[src/rtl/div_pkg.sv]
package div_pkg;

    typedef enum logic [1:0] {
        S_IDLE = 2'd0,
        S_RUN  = 2'd1,
        S_FIX  = 2'd2
    } div_state_e;

endpackage

[src/rtl/div_operand_prep.sv]
module div_operand_prep #(
    parameter int WIDTH = 32
) (
    input  logic [WIDTH-1:0] dividend,
    input  logic [WIDTH-1:0] divisor,
    input  logic             signed_mode,
    output logic [WIDTH-1:0] dvd_mag,
    output logic [WIDTH-1:0] dsr_mag,
    output logic             quot_neg,
    output logic             rem_neg
);

    logic dvd_sign;
    logic dsr_sign;

    always_comb begin
        dvd_sign = signed_mode & dividend[WIDTH-1];
        dsr_sign = signed_mode & divisor[WIDTH-1];
        // Magnitudes: the most negative value maps to 2^(WIDTH-1) unsigned
        dvd_mag  = dvd_sign ? (~dividend + 1'b1) : dividend;
        dsr_mag  = dsr_sign ? (~divisor + 1'b1) : divisor;
        quot_neg = dvd_sign ^ dsr_sign;
        rem_neg  = dvd_sign;
    end

endmodule

[src/rtl/div_restore_step.sv]
module div_restore_step #(
    parameter int WIDTH = 32
) (
    input  logic [2*WIDTH:0] ext_cur,
    input  logic [WIDTH-1:0] dsr,
    output logic [2*WIDTH:0] ext_next
);

    // Upper part = spill bit plus left half, WIDTH+1 bits wide
    logic [WIDTH:0]   part;
    logic [WIDTH-1:0] diff;
    logic [WIDTH-1:0] kept;
    logic             fits;

    always_comb begin
        part = ext_cur[2*WIDTH:WIDTH];
        // WIDTH+1-bit compare: a set top bit of the left half is magnitude
        fits = (part >= {1'b0, dsr});
        // When fits holds, the true difference is below dsr and fits WIDTH bits
        diff = part[WIDTH-1:0] - dsr;
        // Restore step: keep the old upper half when the subtract would go negative
        kept = fits ? diff : part[WIDTH-1:0];
        ext_next = {kept, ext_cur[WIDTH-1:0], fits};
    end

endmodule

[src/rtl/div_result_fix.sv]
module div_result_fix #(
    parameter int WIDTH = 32
) (
    input  logic [WIDTH-1:0] q_mag,
    input  logic [WIDTH-1:0] r_mag,
    input  logic             quot_neg,
    input  logic             rem_neg,
    input  logic             dsr_zero,
    input  logic [WIDTH-1:0] dvd_raw,
    output logic [WIDTH-1:0] quot,
    output logic [WIDTH-1:0] rem
);

    always_comb begin
        if (dsr_zero) begin
            quot = '1;
            rem  = dvd_raw;
        end else begin
            quot = quot_neg ? (~q_mag + 1'b1) : q_mag;
            rem  = rem_neg  ? (~r_mag + 1'b1) : r_mag;
        end
    end

endmodule

[src/rtl/seq_divider.sv]
module seq_divider
    import div_pkg::*;
#(
    parameter int WIDTH = 32
) (
    input  logic             clk,
    input  logic             rst_n,
    input  logic             start_i,
    input  logic             signed_i,
    input  logic [WIDTH-1:0] dividend_i,
    input  logic [WIDTH-1:0] divisor_i,
    output logic             busy_o,
    output logic             done_o,
    output logic             div_zero_o,
    output logic [WIDTH-1:0] quotient_o,
    output logic [WIDTH-1:0] remainder_o
);

    localparam int EXT_W = 2*WIDTH + 1;
    localparam int CNT_W = $clog2(WIDTH + 1);
    localparam logic [CNT_W-1:0] LAST_STEP = CNT_W'(WIDTH - 1);

    typedef struct packed {
        div_state_e       state;
        logic [CNT_W-1:0] cnt;
        logic [EXT_W-1:0] ext;
        logic [WIDTH-1:0] dsr;
        logic [WIDTH-1:0] dvd_raw;
        logic             q_neg;
        logic             r_neg;
        logic [WIDTH-1:0] quot;
        logic [WIDTH-1:0] rem;
        logic             dz;
        logic             done;
    } div_regs_t;

    div_regs_t st_d, st_q;

    logic [WIDTH-1:0] dvd_mag, dsr_mag;
    logic             prep_qneg, prep_rneg;
    logic [EXT_W-1:0] ext_step;
    logic [WIDTH-1:0] fix_q, fix_r;
    logic             dsr_zero;

    assign dsr_zero = (st_q.dsr == '0);

    div_operand_prep #(.WIDTH(WIDTH)) u_prep (
        .dividend    (dividend_i),
        .divisor     (divisor_i),
        .signed_mode (signed_i),
        .dvd_mag     (dvd_mag),
        .dsr_mag     (dsr_mag),
        .quot_neg    (prep_qneg),
        .rem_neg     (prep_rneg)
    );

    div_restore_step #(.WIDTH(WIDTH)) u_step (
        .ext_cur  (st_q.ext),
        .dsr      (st_q.dsr),
        .ext_next (ext_step)
    );

    div_result_fix #(.WIDTH(WIDTH)) u_fix (
        .q_mag    (st_q.ext[WIDTH-1:0]),
        .r_mag    (st_q.ext[EXT_W-1:WIDTH+1]),   // upper half taken one place lower
        .quot_neg (st_q.q_neg),
        .rem_neg  (st_q.r_neg),
        .dsr_zero (dsr_zero),
        .dvd_raw  (st_q.dvd_raw),
        .quot     (fix_q),
        .rem      (fix_r)
    );

    always_comb begin
        st_d      = st_q;
        st_d.done = 1'b0;
        unique case (st_q.state)
            S_IDLE: begin
                if (start_i) begin
                    st_d.state   = S_RUN;
                    st_d.cnt     = '0;
                    // dividend in the low half, already shifted left once
                    st_d.ext     = {{WIDTH{1'b0}}, dvd_mag, 1'b0};
                    st_d.dsr     = dsr_mag;
                    st_d.dvd_raw = dividend_i;
                    st_d.q_neg   = prep_qneg;
                    st_d.r_neg   = prep_rneg;
                end
            end
            S_RUN: begin
                st_d.ext = ext_step;
                st_d.cnt = st_q.cnt + 1'b1;
                if (st_q.cnt == LAST_STEP) begin
                    st_d.state = S_FIX;
                end
            end
            S_FIX: begin
                st_d.quot  = fix_q;
                st_d.rem   = fix_r;
                st_d.dz    = dsr_zero;
                st_d.done  = 1'b1;
                st_d.state = S_IDLE;
            end
            default: st_d.state = S_IDLE;
        endcase
    end

    always_ff @(posedge clk or negedge rst_n) begin
        if (!rst_n) begin
            st_q <= '0;
        end else begin
            st_q <= st_d;
        end
    end

    assign busy_o      = (st_q.state != S_IDLE);
    assign done_o      = st_q.done;
    assign div_zero_o  = st_q.dz;
    assign quotient_o  = st_q.quot;
    assign remainder_o = st_q.rem;

    // the partial remainder stays below a nonzero divisor during the loop
    a_r2_partial_below_divisor: assert property (@(posedge clk) disable iff (!rst_n)
        (busy_o && st_q.dsr != '0) |-> (st_q.ext[EXT_W-1:WIDTH+1] < st_q.dsr));

    // single-cycle completion pulse
    a_r4_done_single: assert property (@(posedge clk) disable iff (!rst_n)
        done_o |=> !done_o);

    // a start seen while busy does not disturb the captured divisor
    a_r5_start_ignored: assert property (@(posedge clk) disable iff (!rst_n)
        (busy_o && start_i) |=> $stable(st_q.dsr));

    // results move only with the completion pulse
    a_r11_hold_quot: assert property (@(posedge clk) disable iff (!rst_n)
        !done_o |-> ($stable(quotient_o) && $stable(remainder_o) && $stable(div_zero_o)));

    // busy falls exactly when done rises
    a_r12_busy_to_done: assert property (@(posedge clk) disable iff (!rst_n)
        $fell(busy_o) |-> done_o);

    a_r12_done_after_busy: assert property (@(posedge clk) disable iff (!rst_n)
        done_o |-> ($past(busy_o) && !busy_o));

endmodule

[config.mk]
export PLATFORM = sky130hd
export DESIGN_NAME = seq_divider
export DESIGN_NICKNAME = d
export VERILOG_FILES = /design/src/rtl/div_pkg.sv /design/src/rtl/div_operand_prep.sv /design/src/rtl/div_restore_step.sv /design/src/rtl/div_result_fix.sv /design/src/rtl/seq_divider.sv
export SDC_FILE = /design/constraint.sdc
export NUM_CORES = 1
export LEC_CHECK = 0
export ABC_AREA = 1
export BUFFER_PORTS_ARGS = -buffer_cell sky130_fd_sc_hd__buf_4
export CELL_PAD_IN_SITES_DETAIL_PLACEMENT = 1
export CELL_PAD_IN_SITES_GLOBAL_PLACEMENT = 2
export CORE_ASPECT_RATIO = 1.75
export CORE_UTILIZATION = 34
export CTS_CLUSTER_DIAMETER = 80
export DETAILED_ROUTE_END_ITERATION = 10
export MAX_ROUTING_LAYER = met4
export PLACE_DENSITY_LB_ADDON = 0.25
export SYNTH_ARGS = -nofsm -noshare
export SYNTH_HDL_FRONTEND = slang
export SYNTH_SLANG_ARGS = --single-unit
[constraint.sdc]
create_clock -name clk -period 2.55 [get_ports clk]
set_input_delay 0.51 -clock clk [delete_from_list [all_inputs] [get_ports clk]]
set_output_delay 0.51 -clock clk [all_outputs]
set_load 0.01 [all_outputs]
==> results of run 1 <==
[sequential cells by signal (all words and copies together), names as in the netlist]
register,cells
st_q,139
done_o,1
remainder_o,32
div_zero_o,1
quotient_o,32
[cells in the mapped netlist (8+ instances only)]
master	count
nand2_1	681
inv_1	321
nand3_1	249
dfrtp_1	205
nor2_1	197
o21ai_0	104
buf_4	65
a21oi_1	52
clkbuf_1	44
ha_1	37
o211ai_1	36
nand4_1	33
xor2_1	30
nor3_1	28
a22oi_1	25
buf_2	16
xnor2_1	16
or2_2	13
a31oi_1	12
o22ai_1	12
nor4_1	10
buf_1	9
nand3b_1	9
nor2_2	8
[what timing repair did]
item                       CTS  global route
gates cloned                 0             0
hold buffers                 1             0
hold endpoints to repair    45             0
setup endpoints to repair   33            35
gates resized for setup      4            31
setup buffers                0             1
pin swaps                    0             1
[final cells by class]
type                            instances  area share (%)
Multi-Input combinational cell       1612            44.9
Sequential cell                       205            28.7
Timing Repair Buffer                  257            11.6
Inverter                              327            6.86
Tap cell                              566            3.96
Clock buffer                           33            3.65
Clock inverter                          9           0.433
[worst max-delay path, stage by stage (launching register included)]
cell	delay, ns
dfrtp_1	0.38
inv_1	0.24
ha_1	0.30
buf_4	0.16
nand2_1	0.14
inv_1	0.06
nand2_1	0.06
nand2_1	0.12
a21oi_1	0.14
nand2_1	0.17
nand2_1	0.24
nand3_1	0.12
nand2_1	0.10
nand2_1	0.05
nand3_1	0.07
nand2_1	0.05
[power by group through the flow]
stage	combinational (mW)	sequential [mW]	clock, mW
2_1_floorplan	10.2	5.51	0
3_3_place_gp	15.5	5.92	0
3_5_place_dp	15.9	5.97	0
4_1_cts	16.0	5.93	3.42
5_1_grt	18.1	6.11	3.53
6_report	16.2	5.94	3.33
[kinds of logic after synthesis]
group	synth area share [%]
buffers and inverters	13.5
AND/OR/NAND/NOR	35.8
AO/OA/AOI/OAI	10.8
flip-flops	34.0
adder cells (fa/ha/maj)	3.21
XOR/XNOR	2.67
[per-layer routing]
| layer | routed length [um] | part of all wire [%] |
|---|---|---|
| met2 | 33800 | 57 |
| met3 | 1140 | 1.9 |
| met4 | 3550 | 6.0 |
| met1 | 20700 | 35 |
| met5 | 0 | 0 |
[per-stage QoR]
stage          cells  setup TNS [ns]  setup WS (ns)  hold slack [ns]
2_1_floorplan   2281               0          0.617            0.214
3_3_place_gp    2965           -3.51         -0.135            0.424
3_5_place_dp    2965           -5.02         -0.192            0.433
4_1_cts         3008               0        0.00163            0.222
5_1_grt         3009         -0.0475        -0.0252            0.252
6_report        3009               0         0.0303            0.235
[path summary, 6_finish.rpt]
check	startpoint	depth (start not counted)	slack (ns)	to
max	st_q[109]$_DFFE_PN0P_	15	0.03	st_q[192]$_DFFE_PN0P_
min	dividend_i[1]	3	0.24	st_q[69]$_DFFE_PN0P_
max reg2reg	st_q[109]$_DFFE_PN0P_	15	0.03	st_q[192]$_DFFE_PN0P_
min reg2reg	st_q[202]$_DFFE_PN0P_	1	0.44	st_q[204]$_DFFE_PN0P_
max in group asynchronous	rst_n	3	1.21	quotient_o[14]$_DFFE_PN0P_
min in group asynchronous	rst_n	2	0.49	st_q[197]$_DFFE_PN0P_
==> flow_summary.toml, run 1 <==
[clock_tree]
clk_latency_ns = 0.55
htreeDepth = 1
cts.clk_slew.worst_paths_ns = 0.06
cts_sinks = 205
root_buffer = "clkbuf_16"
cts_buffers = 23
tritoncts = "done"
cts_buffer_depth = 3

[timing]
hold_viol = 0
finClkSkew_ns = 0.0245
setup_viol = 0
worst_slew_pin_slew_ns = 0.840
period_needed_ns = 2.52
finalCritPeriodShare_pct = 98.8
max_slew_margin_pct = 43.5
slew_viol_final = 0
rsz0062_at_grt = "true"
fmax_mhz = 397

[detailed_routing]
first_pass_iters = 4
drt_iter0_markers = 645
wirelength_um = 59200
drtAntennaViolNets = 0
wl_per_cell_um = 19.7
vias = 15300
vias_per_cell = 5.09
drcViolationCount = 0

[synthesis]
synth_edf_count = 0
syn_inst = 2281
syn_area_sq_um = 15100
synth_top_area_share_pct = 34.0
synth_cell_types = 54
async_flop_share_pct = 100
avgSynthCellArea_sq_um = 6.61
ys_warn_count = 0
seq_area_frac_synth_pct = 34.0
ys_ff_latch = 205
yosysTopAreaCell = "dfrtp_1"
synth_fp_nets = 2387
synthTopCellsByArea = "dfrtp_1, nand2_1, nand3_1"
synthFlopType = "dfrtp_1"

[finish]
final_cell_area_sq_um = 17900
final_common_cell = "nand2_1"
fillers = 5685
drive_gt1_share_pct = 15.3
post-route-util_pct = 41.1
mostFrequentLayoutCells = "nand2_1, inv_1, nand3_1, buf_4, dfrtp_1"
seqCellArea_sq_um = 5130
multi_input_area_sq_um = 8030
area_growth_pct = 18.8
num_antenna_cells = 0
nets = 2532

[floorplanning]
die_w_um = 161
initial_core_util_pct = 34.6
core-area_sq_um = 43600
io_pins = 135
fp-row-count = 101
dieArea_sq_um = 45200
dieHeight_um = 280

[status]
status = "completed"

[power_and_ir_drop]
p_int_mw = 12.7
p_per_area_nw_per_um2 = 1420
p_sw_share_pct = 50.2
total_power_mw = 25.4
p_clk_share_pct = 13.1
irDropWorstVdd_mv = 0.567
switchingPower_mw = 12.8
power_leakage_nw = 9.16
combPwrFrac_pct = 63.5
seqPwrFrac_pct = 23.4

[hold_path]
min_path_type = "in2reg"

[global_route]
met3_usage_pct = 1.89
grt_util_met1_pct = 25.1
grt_pass1_vias = 16500
antenna_found_initial = 0
busiest_layer = "met2"
grt_use_met2_pct = 54.3
overflow = 0
grt_pass1_wl_um = 91800
grtUsageTotal_pct = 27.2
grt_max_degree = 70

[place]
postPlaceCellArea_sq_um = 17000
port_buffers = 134
gp_congestion = 1.00
dp_hpwl_um = 48700

[setup_path]
crit_type = "reg2reg"
cp.required_ns = 2.98
path_max_fanout = 3
crit_path_end_kind = "register"
cp-start-kind = "register"
crit_arrival_ns = 2.95

[job]
drv_cap = 0
Note: power is estimated with default switching activity, not from simulation.
==> run 2, diff against run 1 <==
Settings changed: PLACE_DENSITY set to 0.82, PLACE_DENSITY_LB_ADDON 0.25 to not set, REMOVE_ABC_BUFFERS set to 1.
==> run 2 against run 1 <==
  * Utilization down 0.13 points
  * Sequential power about the same
  * Sequential cell count unchanged
  * Sequential share of layout area is 0.090 points higher
  * Die area did not move
  * Clock skew down 0.0017 ns
  * Final cell count decreased by 0.13%
  * Fmax is 6.0% higher
  * Combinational power is 5% lower
  * Critical path type unchanged
  * Largest cell class unchanged
  * Largest power group unchanged
==> flow_summary.toml, run 2 (synthesis results as in run 1) <==
[finish]
drive_gt1_share_pct = 14.5
num_antenna_cells = 0
largest-register = "st_q"
final_common_cell = "nand2_1"
largest_register_ffs = 139
nets = 2530
mostFrequentLayoutCells = "nand2_1, inv_1, nand3_1, buf_4, dfrtp_1"
area_growth_pct = 18.4

[floorplanning]
die_w_um = 161
fp-row-count = 101
core-area_sq_um = 43600
initial_core_util_pct = 34.6
dieHeight_um = 280
io_pins = 135
dieArea_sq_um = 45200

[power_and_ir_drop]
p_per_area_nw_per_um2 = 1390
power_leakage_nw = 9.14
irDropWorstVdd_mv = 0.616
total_power_mw = 24.7

[place]
gp_congestion = 0.932
dp_hpwl_um = 49900
port_buffers = 134

[global_route]
antenna_found_initial = 0
grt_pass1_vias = 17000
overflow = 0
grt_max_degree = 70
grtUsageTotal_pct = 28.1
grt_pass1_wl_um = 93900

[timing]
fmax_mhz = 421
tns_ns = 0
period_needed_ns = 2.38
finalCritPeriodShare_pct = 93.2
max_slew_margin_pct = 55.9
worst_slew_pin_slew_ns = 0.661
finClkSkew_ns = 0.0227
setup_viol = 0
hold_viol = 0
slew_viol_final = 0
rsz0062_at_grt = "false"

[clock_tree]
tritoncts = "done"
root_buffer = "clkbuf_16"
cts.clk_slew.worst_paths_ns = 0.07
cts_buffers = 23
cts_buffer_depth = 3
post-cts-setup-buffers = 0
clk_latency_ns = 0.55
cts_sinks = 205
htreeDepth = 1

[setup_path]
crit_path_end_kind = "register"
reg2reg_setup_slack_ns = 0.17
cp-start-kind = "register"
critPathSlowestCell = "dfrtp_1"
cp_cell_sequence = "ha_1 -> nand2_1 -> nor2_4 -> nand2_1 -> nor2_1 -> nand2_1 -> nand2_1 -> a21oi_4 -> nand2_4 -> buf_12 -> nand2_1 -> nand3_1 -> nand2_1"
crit_arrival_ns = 2.81
crit_family = "simple AND/OR/NAND/NOR gates"
path_max_fanout = 19
cp.required_ns = 2.98
cp.buffers_inverters = 1
crit_type = "reg2reg"
slowest_delay_ns = 0.42
crit_path_frequent_cell = "nand2_1"

[detailed_routing]
drcViolationCount = 0
vias = 15300
drtAntennaViolNets = 0
vias_per_cell = 5.11
wirelength_um = 59900
drt_iter0_markers = 546
first_pass_iters = 4
wl_per_cell_um = 19.9

[hold_path]
min_path_type = "in2reg"

[status]
status = "completed"

[job]
drv_cap = 0
## run 2: cell count changes in the layout (fill, tap and decap cells not counted), moves of 3 or more
cell        previous run  this run
buf_4                244       241
clkinv_2               6         3
clkinvlp_4             0         3
ha_1                  29        34
ha_4                   3         0
inv_1                312       319
inv_2                 14         7
nand2_1              674       677
nand2_2               12         9
nor2_2                12         9
## run 2: cell type report
type	count	area, sq um
clock buffer	29	618
clock inverter	11	124
fill	5697	25800
inverter	327	1230
multi-input combinational	1612	7990
sequential	205	5130
tap	566	708
timing repair buffer	255	2050
## run 2: worst reg2reg max path, stage by stage, from the launching register on
cell and delay (ns):
dfrtp_1 0.42, ha_1 0.42, nand2_1 0.18, nor2_4 0.21, nand2_1 0.08, nor2_1 0.14, nand2_1 0.08, nand2_1 0.12
a21oi_4 0.11, nand2_4 0.12, buf_12 0.15, nand2_1 0.08, nand3_1 0.08, nand2_1 0.07
## run 2: timing repair
action                                 in CTS  in global routing
setup endpoints to repair                  33                 30
hold buffers                                1                  0
endpoints found under the hold margin      53                  0
pin swaps                                   0                  1
resized for setup                           3                 17
## run 2: stage by stage
step	hold WS, ns	util (%)	area, sq um	worst slack (ns)	std cells
floorplan	0.214	-	14300	-2.33	2144
finish	0.226	40.9	17800	0.173	3005
global route	0.237	40.9	17800	0.00267	3005
detailed placement	0.428	39.1	17000	-0.175	2964
CTS	0.208	40.8	17800	0.0301	3005
global placement	0.423	39.1	17000	-0.114	2964
## run 2: metal layers
metal	up-vias	wire, um	GRT usage (%)
li1	7548	-	-
met1	7401	20000	24.7
met2	258	34800	56.9
met3	136	1070	1.86
met4	0	4060	16.8
met5	-	0	-
## run 2: path summary, 6_finish.rpt
path / depth (start not counted) / endpoint / from
hold / removal: 3 / st_q[79]$_DFFE_PN0P_ / dividend_i[11]
setup / recovery: 13 / st_q[167]$_DFFE_PN0P_ / st_q[188]$_DFFE_PN0P_
min in group asynchronous: 2 / quotient_o[13]$_DFFE_PN0P_ / rst_n
hold reg to reg: 1 / st_q[204]$_DFFE_PN0P_ / st_q[202]$_DFFE_PN0P_
max in group asynchronous: 3 / st_q[131]$_DFFE_PN0P_ / rst_n
setup reg to reg: 13 / st_q[167]$_DFFE_PN0P_ / st_q[188]$_DFFE_PN0P_
## run 2: power breakdown
| part | total, mW | switching [mW] | internal [mW] |
|---|---|---|---|
| Combinational | 15.4 | 9.74 | 5.63 |
| Clock | 3.41 | 1.48 | 1.93 |
| Sequential | 5.94 | 1.27 | 4.67 |
==> run 3, diff against run 2 <==
Settings changed: ABC_AREA 1 to 0, CORE_UTILIZATION 34 to 36, PLACE_DENSITY 0.82 to 0.8.
==> run 3 against run 2 <==
  * The run now ends with setup timing left
  * Via count down 18%
  * Register-to-register slack lost 0.64 ns
  * Hold slack got worse by 0.023 ns
  * Final cell count is 20% lower
  * Area after synthesis is 13% lower
  * Final area grew 3.7%
  * Synthesized cell count down 32%
  * Sequential power is 13% lower
  * Wire length shrank 21%
  * Die area is 18% lower
  * Critical path depth rose by 1
  * Total power is 5.1% lower
  * Critical endpoint is now st_q[193]$_DFFE_PN0P_
  * Largest cell class unchanged
  * Largest power group unchanged
  * Highest routed layer unchanged
==> flow_summary.toml, run 3 <==
[status]
status = "complete, but fails checks"
violations = "setup timing"

[setup_path]
cp.buffers_inverters = 3
slowest_delay_ns = 0.40
cp.required_ns = 2.94
rr_worst_depth = 14
critPathSlowestCell = "dfrtp_1"
crit_type = "reg2reg"
crit_path_frequent_cell = "inv_2"
reg2reg_setup_slack_ns = -0.47
cp-start-kind = "register"
crit_family = "compound AO/OA/AOI/OAI gates"
r2r-end = "st_q[193]$_DFFE_PN0P_"
path_max_fanout = 2
crit_arrival_ns = 3.41
cp_cell_sequence = "inv_2 -> ha_4 -> inv_2 -> fa_2 -> a21o_1 -> a221o_1 -> a211o_1 -> a22oi_2 -> buf_4 -> nor4b_1 -> or3_1 -> xor2_1 -> mux2i_1 -> o21ai_1"
crit_path_end_kind = "register"
r2r_start = "st_q[164]$_DFFE_PN0P_"

[timing]
max_slew_margin_pct = 33.7
slew_viol_final = 0
finalCritPeriodShare_pct = 118
finClkSkew_ns = 0.0184
period_needed_ns = 3.02
worst_slew_pin_slew_ns = 0.995
hold_viol = 0
fmax_mhz = 331
fin_ws_ns = -0.468
setup_viol = 62
rsz0062_at_grt = "true"

[finish]
mostFrequentLayoutCells = "buf_4, nand2_1, dfrtp_1, o21ai_0, nor2_1"
nets = 2009
largest-register = "st_q"
fillers = 4183
num_antenna_cells = 0
final_common_cell = "buf_4"
largest_register_ffs = 139
layout.cells.non_filler = 2389
drive_gt1_share_pct = 34.0
area_growth_pct = 40.9
post-route-util_pct = 51.3

[detailed_routing]
wl_per_cell_um = 19.9
wirelength_um = 47500
drtAntennaViolNets = 0
drt_iter0_markers = 433
drcViolationCount = 0
vias_per_cell = 5.29
first_pass_iters = 4
vias = 12600

[synthesis]
synth_edf_count = 0
syn_inst = 1559
synthTopCellsByArea = "dfrtp_1, nand2_1, xor2_1"
synthFlopType = "dfrtp_1"
ys_warn_count = 0
yosysMostFrequentCell = "nand2_1"
synthTopCellsByCount = "nand2_1, dfrtp_1, o21ai_0"
synth_top_area_share_pct = 39.1
ys_ff_latch = 205
yosysTopAreaCell = "dfrtp_1"
avgSynthCellArea_sq_um = 8.42
async_flop_share_pct = 100
synth_cell_types = 69
syn_area_sq_um = 13100
seq_area_frac_synth_pct = 39.1

[power_and_ir_drop]
power_leakage_nw = 8.27
p_per_area_nw_per_um2 = 1270
irDropWorstVdd_mv = 0.514

[hold_path]
min_path_type = "in2reg"
holdPathEnd = "st_q[92]$_DFFE_PN0P_"
whs_path_depth = 3
min_from = "dividend_i[24]"

[global_route]
overflow = 0
grt_pass1_wl_um = 72500
grt_max_degree = 69
grt_pass1_vias = 13700
antenna_found_initial = 0
grtUsageTotal_pct = 25.4

[floorplanning]
dieHeight_um = 255
dieArea_sq_um = 37300
die_w_um = 146
initial_core_util_pct = 36.4
fp-row-count = 92
io_pins = 135
core-area_sq_um = 36000

[clock_tree]
tritoncts = "done"
cts_sinks = 205
cts_buffer_depth = 3
clk_latency_ns = 0.54
htreeDepth = 1
root_buffer = "clkbuf_16"
cts_buffers = 22
cts.clk_slew.worst_paths_ns = 0.06

[place]
gp_congestion = 0.913
dp.cells = 2297
dp_hpwl_um = 34400
port_buffers = 134

[job]
drv_cap = 0
-- run 3: cell count changes after synthesis, moves of 23 or more --
cell	delta
nor2_1	-84
o21ai_0	+26
inv_1	-271
nand2_1	-441
xnor2_1	+44
clkbuf_1	+24
o21ai_1	+48
nand3_1	-209
nand4_1	-24
o31ai_1	+23
o211ai_1	-30
mux2i_1	+31
xor2_1	+61
a21oi_1	+53
-- run 3: worst max path at each step --
| stage | start | endpoint | slack, ns | cells past startpoint |
|---|---|---|---|---|
| 2_1_floorplan | st_q[128]$_DFFE_PN0P_ | remainder_o[28]$_DFFE_PN0P_ | -1.36 | 5 |
| 3_3_place_gp | dividend_i[9] | st_q[164]$_DFFE_PN0P_ | -0.74 | 10 |
| 3_5_place_dp | dividend_i[9] | st_q[164]$_DFFE_PN0P_ | -0.74 | 10 |
| 4_1_cts | st_q[164]$_DFFE_PN0P_ | st_q[193]$_DFFE_PN0P_ | -0.47 | 14 |
| 5_1_grt | st_q[164]$_DFFE_PN0P_ | st_q[195]$_DFFE_PN0P_ | -0.64 | 15 |
| 6_report | st_q[164]$_DFFE_PN0P_ | st_q[193]$_DFFE_PN0P_ | -0.47 | 14 |
-- run 3: kinds of logic (layout without fill, tap and decap cells) --
kind of cell    count (synthesis)  after routing  synth area share, %
fa+ha+maj                      38             38                 3.68
compound gates                423            423                 19.1
simple gates                  510            510                 17.9
mux                            32             32                 2.45
xor+xnor                      151            151                 10.1
buf+inv                       200            560                 7.77
flops                         205            205                 39.1
-- run 3: through the flow --
step | instance area, sq um | TNS [ns] | worst slack (ns) | power, mW | hold WS, ns
global placement | 16200 | -21.33 | -0.736 | 16.6 | 0.449
finish | 18500 | -14.83 | -0.468 | 23.5 | 0.203
CTS | 18000 | -12.35 | -0.466 | 22.2 | 0.192
detailed placement | 16200 | -28.75 | -0.735 | 17.0 | 0.463
floorplan | 12300 | -130.72 | -1.36 | 11.5 | 0.214
global route | 18500 | -21.14 | -0.641 | 25.0 | 0.208
-- run 3: cell type report --
type / instances / area (sq um) / share of cell area [%]
Clock buffer: 30 / 622 / 3.36
Inverter: 50 / 190 / 1.03
Timing Repair Buffer: 470 / 3900 / 21.1
Sequential cell: 205 / 5130 / 27.7
Clock inverter: 10 / 138 / 0.744
Multi-Input combinational cell: 1154 / 7930 / 42.9
Tap cell: 470 / 588 / 3.18
-- run 3: worst min-delay path: cells and delay by family --
kind,cells,cell delay [ns]
buf+inv,1,0.10
simple gates,2,0.09
-- run 3: metal layers --
layer	vias to the layer above	wire, um	global-route usage (%)
met5	-	0	-
met4	0	2690	11.6
met3	143	1140	2.02
met2	262	26700	50.6
met1	6199	16900	24.5
li1	6023	-	-
-- run 3: repair_timing --
action | 4_1_cts | 5_1_grt
buffers inserted | 27 | 25
hold endpoints to repair | 11 | 0
endpoints found under the setup margin | 62 | 68
gates cloned | 2 | 1
pin swaps | 53 | 57
gates resized for setup | 143 | 80
hold buffers | 1 | 0
-- run 3: report_power, final --
part / internal [mW] / switching [mW] / leakage, nW
Sequential: 4.20 / 0.956 / 2.46
Combinational: 7.34 / 7.50 / 5.44
Clock: 2.02 / 1.44 / 0.366
